--- config.mk ---
export PLATFORM = sky130hd
export DESIGN_NAME = spi_host_ctrl
export DESIGN_NICKNAME = d
export VERILOG_FILES = /design/src/rtl/spi_hc_pkg.sv /design/src/rtl/spi_hc_regs.sv /design/src/rtl/spi_hc_clkdiv.sv /design/src/rtl/spi_hc_shifter.sv /design/src/rtl/spi_host_ctrl.sv
export SDC_FILE = /design/constraint.sdc
export NUM_CORES = 1
export LEC_CHECK = 0
export ABC_AREA = 1
export BUFFER_PORTS_ARGS = -buffer_cell sky130_fd_sc_hd__buf_4
export CORE_AREA = 2 2 112 114
export DETAILED_ROUTE_END_ITERATION = 7
export DIE_AREA = 0 0 114 116
export GPL_ROUTABILITY_DRIVEN = 1
export HOLD_SLACK_MARGIN = 0.02
export MAX_ROUTING_LAYER = met4
export PLACE_DENSITY = 0.62
export SLEW_MARGIN = 20
export SYNTH_ARGS = -nofsm -noshare
export SYNTH_HDL_FRONTEND = slang
export SYNTH_HIERARCHICAL = 1
export SYNTH_SLANG_ARGS = --single-unit
--- constraint.sdc ---
create_clock -name clk -period 2.9 [get_ports clk]
set_input_delay 0.29 -clock clk [delete_from_list [all_inputs] [get_ports clk]]
set_output_delay 0.29 -clock clk [all_outputs]
set_load 0.05 [all_outputs]
--- src/rtl/spi_hc_pkg.sv ---
package spi_hc_pkg;
  localparam int ADDR_W   = 5;
  localparam int DATA_W   = 32;
  localparam int PRE_W    = 5;
  localparam int NARROW   = 8;
  localparam int WIDE     = 16;

  localparam logic [ADDR_W-1:0] OFF_CTL   = 5'h00;
  localparam logic [ADDR_W-1:0] OFF_FMT   = 5'h04;
  localparam logic [ADDR_W-1:0] OFF_TX    = 5'h08;
  localparam logic [ADDR_W-1:0] OFF_RX    = 5'h0C;
  localparam logic [ADDR_W-1:0] OFF_CAUSE = 5'h10;

  localparam int FMT_WIDE_BIT = 5;
  localparam int FMT_CPOL_BIT = 11;
  localparam int FMT_CPHA_BIT = 12;

  localparam logic [PRE_W-1:0] PRE_RESET = 5'h1F;

  typedef struct packed {
    logic             cpha;
    logic             cpol;
    logic             wide;
    logic [PRE_W-1:0] pre;
  } fmt_t;
endpackage

--- src/rtl/spi_hc_regs.sv ---
module spi_hc_regs
  import spi_hc_pkg::*;
(
  input  logic              clk,
  input  logic              rst,
  input  logic              bus_wr,
  input  logic              bus_rd,
  input  logic [ADDR_W-1:0] bus_addr,
  input  logic [DATA_W-1:0] bus_wdata,
  output logic [DATA_W-1:0] bus_rdata,
  input  logic              busy,
  input  logic              done,
  input  logic [WIDE-1:0]   rx_word,
  output logic              start,
  output logic [WIDE-1:0]   tx_word,
  output fmt_t              fmt,
  output logic              cs_n
);
  fmt_t            fmt_q;
  logic            cs_n_q;
  logic            flag_q;
  logic [WIDE-1:0] tx_q;
  logic [DATA_W-1:0] rd_mux;
  logic [DATA_W-1:0] fmt_word;
  logic            unused_wdata;

  assign unused_wdata = &{1'b0, bus_wdata[DATA_W-1:FMT_CPHA_BIT+1],
                          bus_wdata[FMT_CPOL_BIT-1:FMT_WIDE_BIT+1]};

  assign start   = bus_wr && (bus_addr == OFF_TX) && !busy;
  assign tx_word = bus_wdata[WIDE-1:0];
  assign fmt     = fmt_q;
  assign cs_n    = cs_n_q;

  always_comb begin
    fmt_word = '0;
    fmt_word[PRE_W-1:0]   = fmt_q.pre;
    fmt_word[FMT_WIDE_BIT] = fmt_q.wide;
    fmt_word[FMT_CPOL_BIT] = fmt_q.cpol;
    fmt_word[FMT_CPHA_BIT] = fmt_q.cpha;
  end

  always_comb begin
    case (bus_addr)
      OFF_CTL:   rd_mux = DATA_W'(!cs_n_q);
      OFF_FMT:   rd_mux = fmt_word;
      OFF_TX:    rd_mux = DATA_W'(tx_q);
      OFF_RX:    rd_mux = DATA_W'(rx_word);
      OFF_CAUSE: rd_mux = DATA_W'(flag_q);
      default:   rd_mux = '0;
    endcase
  end

  always_ff @(posedge clk) begin
    if (rst) begin
      cs_n_q    <= 1'b1;
      fmt_q     <= '{cpha: 1'b0, cpol: 1'b0, wide: 1'b0, pre: PRE_RESET};
      tx_q      <= '0;
      flag_q    <= 1'b0;
      bus_rdata <= '0;
    end else begin
      if (bus_wr) begin
        case (bus_addr)
          OFF_CTL: cs_n_q <= !bus_wdata[0];
          OFF_FMT: begin
            fmt_q.pre  <= bus_wdata[PRE_W-1:0];
            fmt_q.wide <= bus_wdata[FMT_WIDE_BIT];
            fmt_q.cpol <= bus_wdata[FMT_CPOL_BIT];
            fmt_q.cpha <= bus_wdata[FMT_CPHA_BIT];
          end
          OFF_TX:    if (!busy) tx_q <= bus_wdata[WIDE-1:0];
          OFF_CAUSE: flag_q <= 1'b0;
          default: ;
        endcase
      end
      if (done) flag_q <= 1'b1;
      if (bus_rd) bus_rdata <= rd_mux;
    end
  end

  // select line follows the control write on the next clock
  a_r2_cs_follows_ctl: assert property (@(posedge clk) disable iff (rst)
    (bus_wr && bus_addr == OFF_CTL) |=> (cs_n == !$past(bus_wdata[0])));

  // a finished exchange always leaves the cause flag set
  a_r9_done_sets_flag: assert property (@(posedge clk) disable iff (rst)
    done |=> flag_q);

  // transmit register untouched by writes during an exchange
  a_r11_tx_held_busy: assert property (@(posedge clk) disable iff (rst)
    (bus_wr && bus_addr == OFF_TX && busy) |=> $stable(tx_q));
endmodule

--- src/rtl/spi_hc_clkdiv.sv ---
module spi_hc_clkdiv
  import spi_hc_pkg::*;
#(
  parameter int PW = PRE_W
) (
  input  logic          clk,
  input  logic          rst,
  input  logic          start,
  input  logic          run,
  input  logic [PW-1:0] pre,
  output logic          tick
);
  localparam int HW = PW - 1;
  localparam logic [HW-1:0] HALF_MIN = HW'(2);

  logic [HW-1:0] half_q;
  logic [HW-1:0] cnt_q;
  logic [HW-1:0] half_dec;
  logic          at_end;

  assign half_dec = (pre[PW-1] && pre[HW-1:0] >= HALF_MIN) ? pre[HW-1:0] : HALF_MIN;
  assign at_end   = (cnt_q == half_q - 1'b1);
  assign tick     = run && at_end;

  always_ff @(posedge clk) begin
    if (rst) begin
      half_q <= HALF_MIN;
      cnt_q  <= '0;
    end else begin
      if (start) half_q <= half_dec;
      if (!run || at_end) cnt_q <= '0;
      else                cnt_q <= cnt_q + 1'b1;
    end
  end
endmodule

--- src/rtl/spi_hc_shifter.sv ---
module spi_hc_shifter
  import spi_hc_pkg::*;
(
  input  logic            clk,
  input  logic            rst,
  input  logic            start,
  input  logic [WIDE-1:0] tx_word,
  input  logic            wide,
  input  logic            cpol,
  input  logic            cpha,
  input  logic            tick,
  input  logic            miso,
  output logic            busy,
  output logic            done,
  output logic [WIDE-1:0] rx_word,
  output logic            sck,
  output logic            mosi
);
  localparam int CNT_W = $clog2(2 * WIDE);
  localparam logic [CNT_W-1:0] LAST_NARROW = CNT_W'(2 * NARROW - 1);
  localparam logic [CNT_W-1:0] LAST_WIDE   = CNT_W'(2 * WIDE - 1);

  logic             busy_q, done_q, sck_q;
  logic             m_wide, m_cpha;
  logic [CNT_W-1:0] ecnt_q;
  logic [WIDE-1:0]  tx_sh, rx_sh, rx_q, rx_nx;
  logic             lead, do_sample, do_shift, last_edge;

  assign lead      = !ecnt_q[0];
  assign do_sample = m_cpha ? !lead : lead;
  assign do_shift  = m_cpha ? (lead && ecnt_q != '0) : !lead;
  assign last_edge = (ecnt_q == (m_wide ? LAST_WIDE : LAST_NARROW));
  assign rx_nx     = do_sample ? {rx_sh[WIDE-2:0], miso} : rx_sh;

  assign busy    = busy_q;
  assign done    = done_q;
  assign rx_word = rx_q;
  assign sck     = sck_q;
  assign mosi    = tx_sh[WIDE-1];

  always_ff @(posedge clk) begin
    if (rst) begin
      busy_q <= 1'b0;
      done_q <= 1'b0;
      sck_q  <= 1'b0;
      m_wide <= 1'b0;
      m_cpha <= 1'b0;
      ecnt_q <= '0;
      tx_sh  <= '0;
      rx_sh  <= '0;
      rx_q   <= '0;
    end else begin
      done_q <= 1'b0;
      if (!busy_q) begin
        sck_q <= cpol;
        if (start) begin
          busy_q <= 1'b1;
          ecnt_q <= '0;
          m_wide <= wide;
          m_cpha <= cpha;
          rx_sh  <= '0;
          tx_sh  <= wide ? tx_word
                         : {tx_word[NARROW-1:0], {(WIDE-NARROW){1'b0}}};
        end
      end else if (tick) begin
        sck_q  <= !sck_q;
        ecnt_q <= ecnt_q + 1'b1;
        rx_sh  <= rx_nx;
        if (do_shift) tx_sh <= {tx_sh[WIDE-2:0], 1'b0};
        if (last_edge) begin
          busy_q <= 1'b0;
          done_q <= 1'b1;
          rx_q   <= m_wide ? rx_nx
                           : {{(WIDE-NARROW){1'b0}}, rx_nx[NARROW-1:0]};
        end
      end
    end
  end

  // outgoing data moves only together with a serial clock edge
  a_r4_mosi_on_edges: assert property (@(posedge clk) disable iff (rst)
    (busy_q && $past(busy_q) && $stable(sck_q)) |-> $stable(tx_sh[WIDE-1]));

  // idle serial clock rests at the programmed polarity
  a_r6_sck_idle_level: assert property (@(posedge clk) disable iff (rst)
    (!busy_q && $past(!busy_q)) |-> (sck_q == $past(cpol)));
endmodule

--- src/rtl/spi_host_ctrl.sv ---
module spi_host_ctrl
  import spi_hc_pkg::*;
(
  input  logic              clk,
  input  logic              rst,
  input  logic              bus_wr,
  input  logic              bus_rd,
  input  logic [ADDR_W-1:0] bus_addr,
  input  logic [DATA_W-1:0] bus_wdata,
  output logic [DATA_W-1:0] bus_rdata,
  output logic              spi_sck,
  output logic              spi_mosi,
  input  logic              spi_miso,
  output logic              spi_cs_n
);
  fmt_t            fmt;
  logic            start, busy, done, tick;
  logic [WIDE-1:0] tx_word, rx_word;

  spi_hc_regs u_regs (
    .clk(clk), .rst(rst),
    .bus_wr(bus_wr), .bus_rd(bus_rd), .bus_addr(bus_addr),
    .bus_wdata(bus_wdata), .bus_rdata(bus_rdata),
    .busy(busy), .done(done), .rx_word(rx_word),
    .start(start), .tx_word(tx_word), .fmt(fmt), .cs_n(spi_cs_n)
  );

  spi_hc_clkdiv #(.PW(PRE_W)) u_div (
    .clk(clk), .rst(rst), .start(start), .run(busy),
    .pre(fmt.pre), .tick(tick)
  );

  spi_hc_shifter u_shift (
    .clk(clk), .rst(rst), .start(start), .tx_word(tx_word),
    .wide(fmt.wide), .cpol(fmt.cpol), .cpha(fmt.cpha),
    .tick(tick), .miso(spi_miso),
    .busy(busy), .done(done), .rx_word(rx_word),
    .sck(spi_sck), .mosi(spi_mosi)
  );
endmodule

# Word level (Yosys, flattened, before mapping)
# Index checks and enable logic that the tools add are counted.
[word_totals]
wordCells = 87
regBits = 124
output_inout_bits = 35
input_bits = 42
[op_classes]
n_mux = 28
bitwise = 2
n_lt_le_gt_ge = 1
reduce_logical = 26
add_sub_neg = 3
eq_ne = 8
[op_table]
columns = ["cell", "n"]
rows = [
  ["two-way mux 16 bit", 10],
  ["case mux 16 bit (5 select lines)", 1],
  ["two-way mux 5 bit", 4],
  ["two-way mux 1 bit", 12],
  ["== test 5 x 4 -> 1 bit (second input constant)", 2],
  ["AND reduction 2 bit", 5],
  ["AND reduction 3 bit", 3],
  ["nonzero test 2 bit", 3],
  ["adder 5 x 1 -> 5 bit (second input constant)", 1],
  ["== test 5 x 3 -> 1 bit (second input constant)", 1],
  ["== test 5 bit", 1],
  ["== test 5 bit (second input constant)", 1],
  ["logical AND 1 bit", 5],
  ["logical NOT 1 bit", 5],
  ["logical NOT 5 bit", 1],
  ["nonzero test 5 bit", 1],
  ["adder 4 x 1 -> 4 bit (second input constant)", 1],
  ["== test 4 bit", 1],
  ["greater-or-equal comparator 4 x 2 -> 1 bit (second input constant)", 1],
  ["two-way mux 4 bit", 1],
  ["!= test 2 bit (second input constant)", 2],
  ["subtractor 4 x 1 -> 4 bit (second input constant)", 1],
  ["OR reduction 3 bit", 1],
  ["NOT 1 bit", 2],
  ["other kinds (2)", 2],
]

# Depth between registers and ports, before layout
# Gate-level depths: netlist of run 1.
[depth]
depth_word = 6
mapped_depth = 17
mapped_depth_nobuf = 15

# Hierarchy
# The synthesis of run 1 kept the hierarchy.
[by_module_without_submodules]
columns = ["mod", "seq_area_each_um2", "instances", "area_each_um2", "cells_per_inst"]
rows = [
  ["spi_hc_shifter", 1161.1, 1, 2756.4, 421],
  ["spi_hc_regs", 840.8, 1, 2120.8, 281],
  ["spi_hc_clkdiv", 160.2, 1, 440.4, 63],
]

# Worst setup path before layout of run 1
# Ideal clock, no wire load.
[synth_path]
path_type = "register -> register"
startpoint = "register u_div.half_q[0]"
endpoint = "register u_shift.rx_q[10], in the netlist u_shift/rx_word[10]"
path_stages_with_launch = 15
n_path_buf = 2
path_slack_ns = 0.768
arrival_time_ns = 2.020
cell_sequence = "dfxtp_1 > inv_1 > ha_1 > xnor2_1 > nor2_2 > nand3_2 > nor2_1 > nand2_2 > nor2_4 > o21ai_2 > and2_1 > buf_6 > buf_6 > nand2_1 > nand2_1"
[synth_via]
elab_chain_len = 4
[synth_lines]
columns = ["element", "line", "rtl"]
rows = [
  ["from (decl)", "spi_hc_clkdiv.sv:16", "logic [HW-1:0] half_q;"],
  ["from (signal assigned)", "spi_hc_clkdiv.sv:30", "if (start) half_q <= half_dec;"],
  ["subtractor 4 x 1 -> 4 bit", "spi_hc_clkdiv.sv:22", "assign at_end = (cnt_q == half_q - 1'b1);"],
  ["== test 4 bit", "spi_hc_clkdiv.sv:22", ""],
  ["logical AND 1 bit", "spi_hc_clkdiv.sv:23", "assign tick = run && at_end;"],
  ["net tick", "spi_host_ctrl.sv:17", "logic start, busy, done, tick;"],
  ["AND reduction 3 bit (no source line)", "n/a", ""],
  ["to (signal assigned)", "spi_hc_shifter.sv:73", "rx_q <= m_wide ? rx_nx"],
  ["to (decl)", "spi_hc_shifter.sv:26", "logic [WIDE-1:0] tx_sh, rx_sh, rx_q, rx_nx;"],
]
# The timed path passes the listed nets, and every way through them passes these cells.
# A chain may end at the register's enable or synchronous reset.

# Worst setup path after layout of run 1
[layout_path]
startpoint = "register u_div.half_q[0]"
endpoint = "register u_shift.rx_q[9], in the netlist u_shift/rx_word[9]"
# The elaborated chain is that of the path after synthesis.

==> results of run 1 <==
## placed cells by master, fill, tap and decap left out, drive strengths merged, types with 2 or more instances in the layout
| cell type | n |
|---|---|
| nor2 | 55 |
| xnor2 | 4 |
| buf | 52 |
| nand4 | 15 |
| o22ai | 8 |
| dfxtp | 108 |
| a21oi | 75 |
| clkinv | 4 |
| o21ai | 65 |
| conb | 16 |
| ha | 4 |
| nand2 | 220 |
| inv | 86 |
| clkbuf | 9 |
| nor3 | 2 |
| a211oi | 3 |
| nand3 | 47 |
## per-layer routing
metal  wire length [um]  global-route usage [%]  vias up
met3                513                    2.82       13
met1               5630                    25.1     2138
met2               5870                    32.1      107
li1                   -                       -     2429
met5                  0                       -        -
met4                210                    7.64        0
## power breakdown
group | internal, mW | switching [mW]
Combinational | 0.0502 | 0.150
Sequential | 1.49 | 0.00622
Clock | 0.683 | 0.583
Total | 2.22 | 0.739
## worst max-delay path: cells and delay by family, from the launching register on
family	cells	cell delay, ns
AND/OR/NAND/NOR	8	1.34
flip-flops	1	0.41
adder cells (fa/ha/maj)	1	0.30
XOR/XNOR	1	0.14
buffers and inverters	1	0.08
AO/OA/AOI/OAI	1	0.08
## final timing paths
path                                                   start                              end  slack [ns]  cells past startpoint
worst max-delay path            u_div/half_q[0]$_SDFFE_PP0P_  u_shift/rx_word[9]$_SDFFE_PP0P_        0.43                     12
worst min-delay path                            bus_wdata[0]         u_regs/cs_n$_SDFFE_PP1P_        0.19                      2
worst max register to register  u_div/half_q[0]$_SDFFE_PP0P_  u_shift/rx_word[9]$_SDFFE_PP0P_        0.43                     12
worst min register to register       u_shift/done$_SDFF_PP0_       u_regs/flag_q$_SDFFE_PP0P_        0.44                      2
## flip-flops by register name, summed over array words and instances, names as in the netlist, 4 cells and up
| register | flops |
|---|---|
| u_div/half_q | 4 |
| u_shift/rx_sh | 16 |
| u_div/cnt_q | 4 |
| u_shift/rx_word | 16 |
| u_regs/tx_q | 16 |
| u_regs/fmt | 8 |
| u_shift/ecnt_q | 5 |
| u_shift/tx_sh | 16 |
| u_regs/bus_rdata | 16 |
## cell families (layout without fill, tap and decap cells)
family / Yosys count / count (layout) / share of synthesized area [%]
and+or+nand+nor: 340 / 340 / 28.1
AOI/OAI and AO/OA: 155 / 155 / 15.2
adders and majority gates: 4 / 4 / 0.941
other: 1 / 16 / 0.0705
buffers and inverters: 152 / 153 / 14.2
DFF: 108 / 108 / 40.7
xor gates and xnor gates: 5 / 5 / 0.823
## stage by stage
step	worst slack, ns	hold slack, ns	std cells	area [um2]	power (mW)
floorplan	0.768	0.359	780	5370	1.70
global placement	0.452	0.426	912	5510	1.73
detailed placement	0.407	0.427	912	5510	1.73
CTS	0.393	0.182	928	5820	3.00
global route	0.208	0.203	928	5820	3.08
finish	0.426	0.189	928	5820	2.96
## layout make-up
| cell class | count | area share (%) |
|---|---|---|
| clock buffers | 9 | 3.87 |
| repair buffers | 52 | 6.71 |
| well taps | 147 | 3.16 |
| clock inverters | 7 | 1.44 |
| inverters | 85 | 5.48 |
| multi-input cells | 520 | 42.2 |
| flip-flops and latches | 108 | 37.1 |
==> run metrics, run 1 <==
count leader, synth=nand2_1; DR pass1 iterations=7; clk sink count=~110; H-tree levels=3; Core Box Area=11900 um2; Fin. Hold Viols=0; register area=2160 um2; top cells by count, synth=nand2_1 (217), dfxtp_1 (108), inv_1 (78); share of cells above drive strength 1=a little under an eighth; CP max-delay cell=dfxtp_1; vias in the first global route=4167; Clock Skew=approximately 0.0075 ns; CTS max path bufs=2; die height=116 um; row count=40; Max Clk Rate=a little over 0.4 GHz; Final HPWL DP=slightly below 9000 um; n_diodes=0; Port Buffers=44; Worst Hold Class=primary input to register; Synth Area per Inst=6.95 um2; Ys Warns=6; Initial Util=44.6%; total number of vias=4687; crit path cell chain=inv_1 > ha_1 > xnor2_1 > nor2_2 > nand3_2 > nor2_1 > nand2_2 > nor2_4 > o21ai_2 > and2_1 > nand2_1 > nand2_1; dominant cells by area after synthesis=dfxtp_1 (41%), nand2_1 (15%), a21oi_1 (7.1%), o21ai_0 (5.6%), inv_1 (5.5%); DR iter-0 viols=344; CTS tree=built; Synth Instances=765; die area=13200 um2; Die X=114 um; Critical Path AT=between 2 and 3 ns; CTS root buffer=clkbuf_16; crit path kind=register to register; crit-path max FO=17; Max VDD drop=0.307 mV; EDFF count, synth=0; Residual DRC=0; Max Cap Viol=0; Hold Buf Count CTS=0; CTS clock-pin slew for the worst setup and hold paths=0.07 ns; total CTS buffers=9; initial antenna violation count=0; largest net degree at the start of global routing=47; Startpoint Class=register; sequential fraction of the synthesis area=40.7%; Static Leak=2.44 nW; RSZ-0062 raised after global routing=false; Final setup viols=0; critical path's most frequent cell=nand2_1; CP max stage delay=0.41 ns; first-pass GRT wire length=between 15000 and 20000 um; cell taking the most area after synthesis=dfxtp_1; actual transition at the worst max-transition pin=0.804 ns; post-CTS sizing=0; asr flop ratio synth=0%; setup TNS=0 ns; IO Pins=77; Final nets=822; Synth Flop Type=dfxtp_1; pwr dens=~510 nW/um2; WL final=12200 um; Final GP Congestion=0.819; multi-input logic area=between 2000 and 2500 um2; cell area after synthesis=5320 um2; Slew HR=a little under half; grt ovf=0; Synth Register Bits=about 110; GRT Overall Usage=19.8%; Final period util=a little under nine tenths; fin. max-slew vios=0; Antenna Nets Post-Route=0; DR WL/cell=13.2 um; Post-CTS Setup Repair Bufs=0; fill count=around 1200; CP required=around 3.2 ns; count of different cell masters after synthesis=36; Final Core Density=48.9%; outcome=finished clean; Worst setup EP type=register; Layout Area Growth over Synthesis=9.48%; later-pin clock latency in the skew report=0.36 ns; Yosys top cell area share=about two fifths; Period minus WS final=between 2 and 2.5 ns; vias per cell=5.05
Power figures use the tool's default switching activity.
==> run 2: changes to the inputs <==
- BUFFER_PORTS_ARGS: -buffer_cell sky130_fd_sc_hd__buf_4 -> unset
- DONT_BUFFER_PORTS: unset -> 1
- HOLD_SLACK_MARGIN: 0.02 -> 0.06
- PLACE_DENSITY: 0.62 -> 0.57
==> run 2 against run 1 <==
Compared with the run above:
- combinational power is 27% lower
- clock skew is 0.00096 ns lower
- global-route usage hardly changed
==> run metrics, run 2 (synthesis gave the netlist of run 1 again) <==
hold wc startpoint=bus_wdata[0]; WL final=12200 um; Final setup viols=0; clock network power share=44.6%; DR iter-0 viols=262; Critical R2R Launch=u_div/half_q[0]$_SDFFE_PP0P_; commonest non-fill, non-tap cell in the layout=nand2_1; share of cells above drive strength 1=6.64%; Max Clk Rate=0.403 GHz; later-pin clock latency in the skew report=0.35 ns; Crit. Startpoint=u_div/half_q[0]$_SDFFE_PP0P_; crit-path max FO=17; DR pass1 iterations=5; Post-Layout Inst Area=5530 um2; Max Cap Viol=0; total CTS buffers=9; H-tree levels=3; Fin. Hold Viols=0; GRT Overall Usage=19.8%; Final HPWL DP=8610 um; Worst Hold Class=primary input to register; Int Power=2.28 mW; CP required=3.14 ns; CTS max path bufs=2; fin. max-slew vios=0; post-CTS sizing=0; outcome=finished clean; Core Box Area=about 12000 um2; Initial Util=44.6%; IO Pins=77; Residual DRC=0; Critical Path AT=2.72 ns; met2 wire length=5740 um; Final period util=a little under nine tenths; largest net degree at the start of global routing=between 40 and 50; fill count=1243; vias in the first global route=4155; fin cells=885; Post-CTS Setup Repair Bufs=0; row count=40; Max Used Layer=met4; Port Buffers=0; Worst setup EP type=register; Slew HR=43.3%; crit path kind=register to register; Flop pwr share=between 50 and 60%; DR WL/cell=13.8 um; metal3 WL=763 um; Max VDD drop=about 0.26 mV; Period minus WS final=2.48 ns; Logic pwr share=4.9%; CTS clock-pin slew for the worst setup and hold paths=around 0.07 ns; CTS tree=built; Post-DP Area=5170 um2; M1 wire length=5530 um; RSZ-0062 raised after global routing=false; vias per cell=5.09; n_diodes=0; actual transition at the worst max-transition pin=0.849 ns; Antenna Nets Post-Route=0; sw frac=23.3%; Startpoint Class=register; Final nets=779; placed insts=just under 900; Final GP Congestion=slightly above 0.8; total number of vias=4505; Die X=114 um; most frequent cells in the layout=nand2_1 (217), dfxtp_1 (108), inv_1 (78); setup TNS=0 ns; first-pass GRT wire length=20100 um; grt ovf=0; die height=116 um; pwr dens=between 500 and 600 nW/um2; clk sink count=between 100 and 150; initial antenna violation count=0; Static Leak=2.24 nW; Clock Skew=around 0.0066 ns; Layout Area Growth over Synthesis=4.00%; die area=13200 um2; CTS root buffer=clkbuf_16; Sw Pwr=0.694 mW
run 2: cell types whose count changed in the layout (fill, tap and decap cells not counted):
cell           change
buf_12             +1
buf_4             -45
bufinv_16          +1
clkinv_2           +1
clkinv_4           -2
clkinvlp_4         +1
dlygate4sd3_1      +1
inv_6              -1
run 2: timing repair:
| item | in CTS | in global routing |
|---|---|---|
| hold buffers | 2 | 0 |
| endpoints found under the setup margin | 0 | 0 |
| endpoints found under the hold margin | 40 | 0 |
run 2: final cells by class:
| cell class | instances | area [um2] | area share [%] |
|---|---|---|---|
| clock buffer | 9 | 225 | 4.07 |
| clock inverter | 7 | 100 | 1.81 |
| inverter | 85 | 319 | 5.77 |
| multi-input combinational | 520 | 2460 | 44.4 |
| sequential | 108 | 2160 | 39.1 |
| tap | 147 | 184 | 3.33 |
| timing repair buffer | 9 | 82.6 | 1.49 |
run 2: path summary, 6_finish.rpt:
path / end / slack, ns / cells after the start
worst max-delay path: u_shift/rx_word[14]$_SDFFE_PP0P_ / 0.42 / 12
worst min-delay path: u_regs/tx_q[0]$_SDFFE_PP0P_ / 0.08 / 2
worst max register to register: u_shift/rx_word[14]$_SDFFE_PP0P_ / 0.42 / 12
worst min register to register: u_shift/rx_word[8]$_SDFFE_PP0P_ / 0.45 / 2
run 2: layer usage:
layer	global-route usage [%]	up-vias
li1	-	2337
met1	24.6	2048
met2	31.5	102
met3	5.13	18
met4	6.67	0
met5	-	-
run 2: power by group through the flow:
stage / clock network, mW / logic [mW] / registers, mW
global route: 1.43 / 0.163 / 1.50
floorplan: 0 / 0.166 / 1.53
finish: 1.33 / 0.147 / 1.50
global placement: 0 / 0.132 / 1.54
CTS: 1.37 / 0.147 / 1.50
detailed placement: 0 / 0.134 / 1.54
run 2: critical path: stages (launching register included):
cell     delay (ns)
dfxtp_1        0.39
inv_1          0.08
ha_1           0.31
xnor2_1        0.14
nor2_2         0.09
nand3_2        0.09
nor2_1         0.25
nand2_2        0.21
nor2_4         0.18
o21ai_2        0.08
and2_1         0.33
nand2_1        0.15
nand2_1        0.05
run 2: metrics by stage:
step	hold WS [ns]	setup WS, ns	utilization (%)	total power, mW
6_report	0.0768	0.416	46.4	2.98
5_1_grt	0.0663	0.121	46.4	3.10
4_1_cts	0.0629	0.390	46.4	3.02
3_5_place_dp	0.370	0.406	43.4	1.67
3_3_place_gp	0.368	0.413	43.4	1.67
2_1_floorplan	0.359	0.768	-	1.70
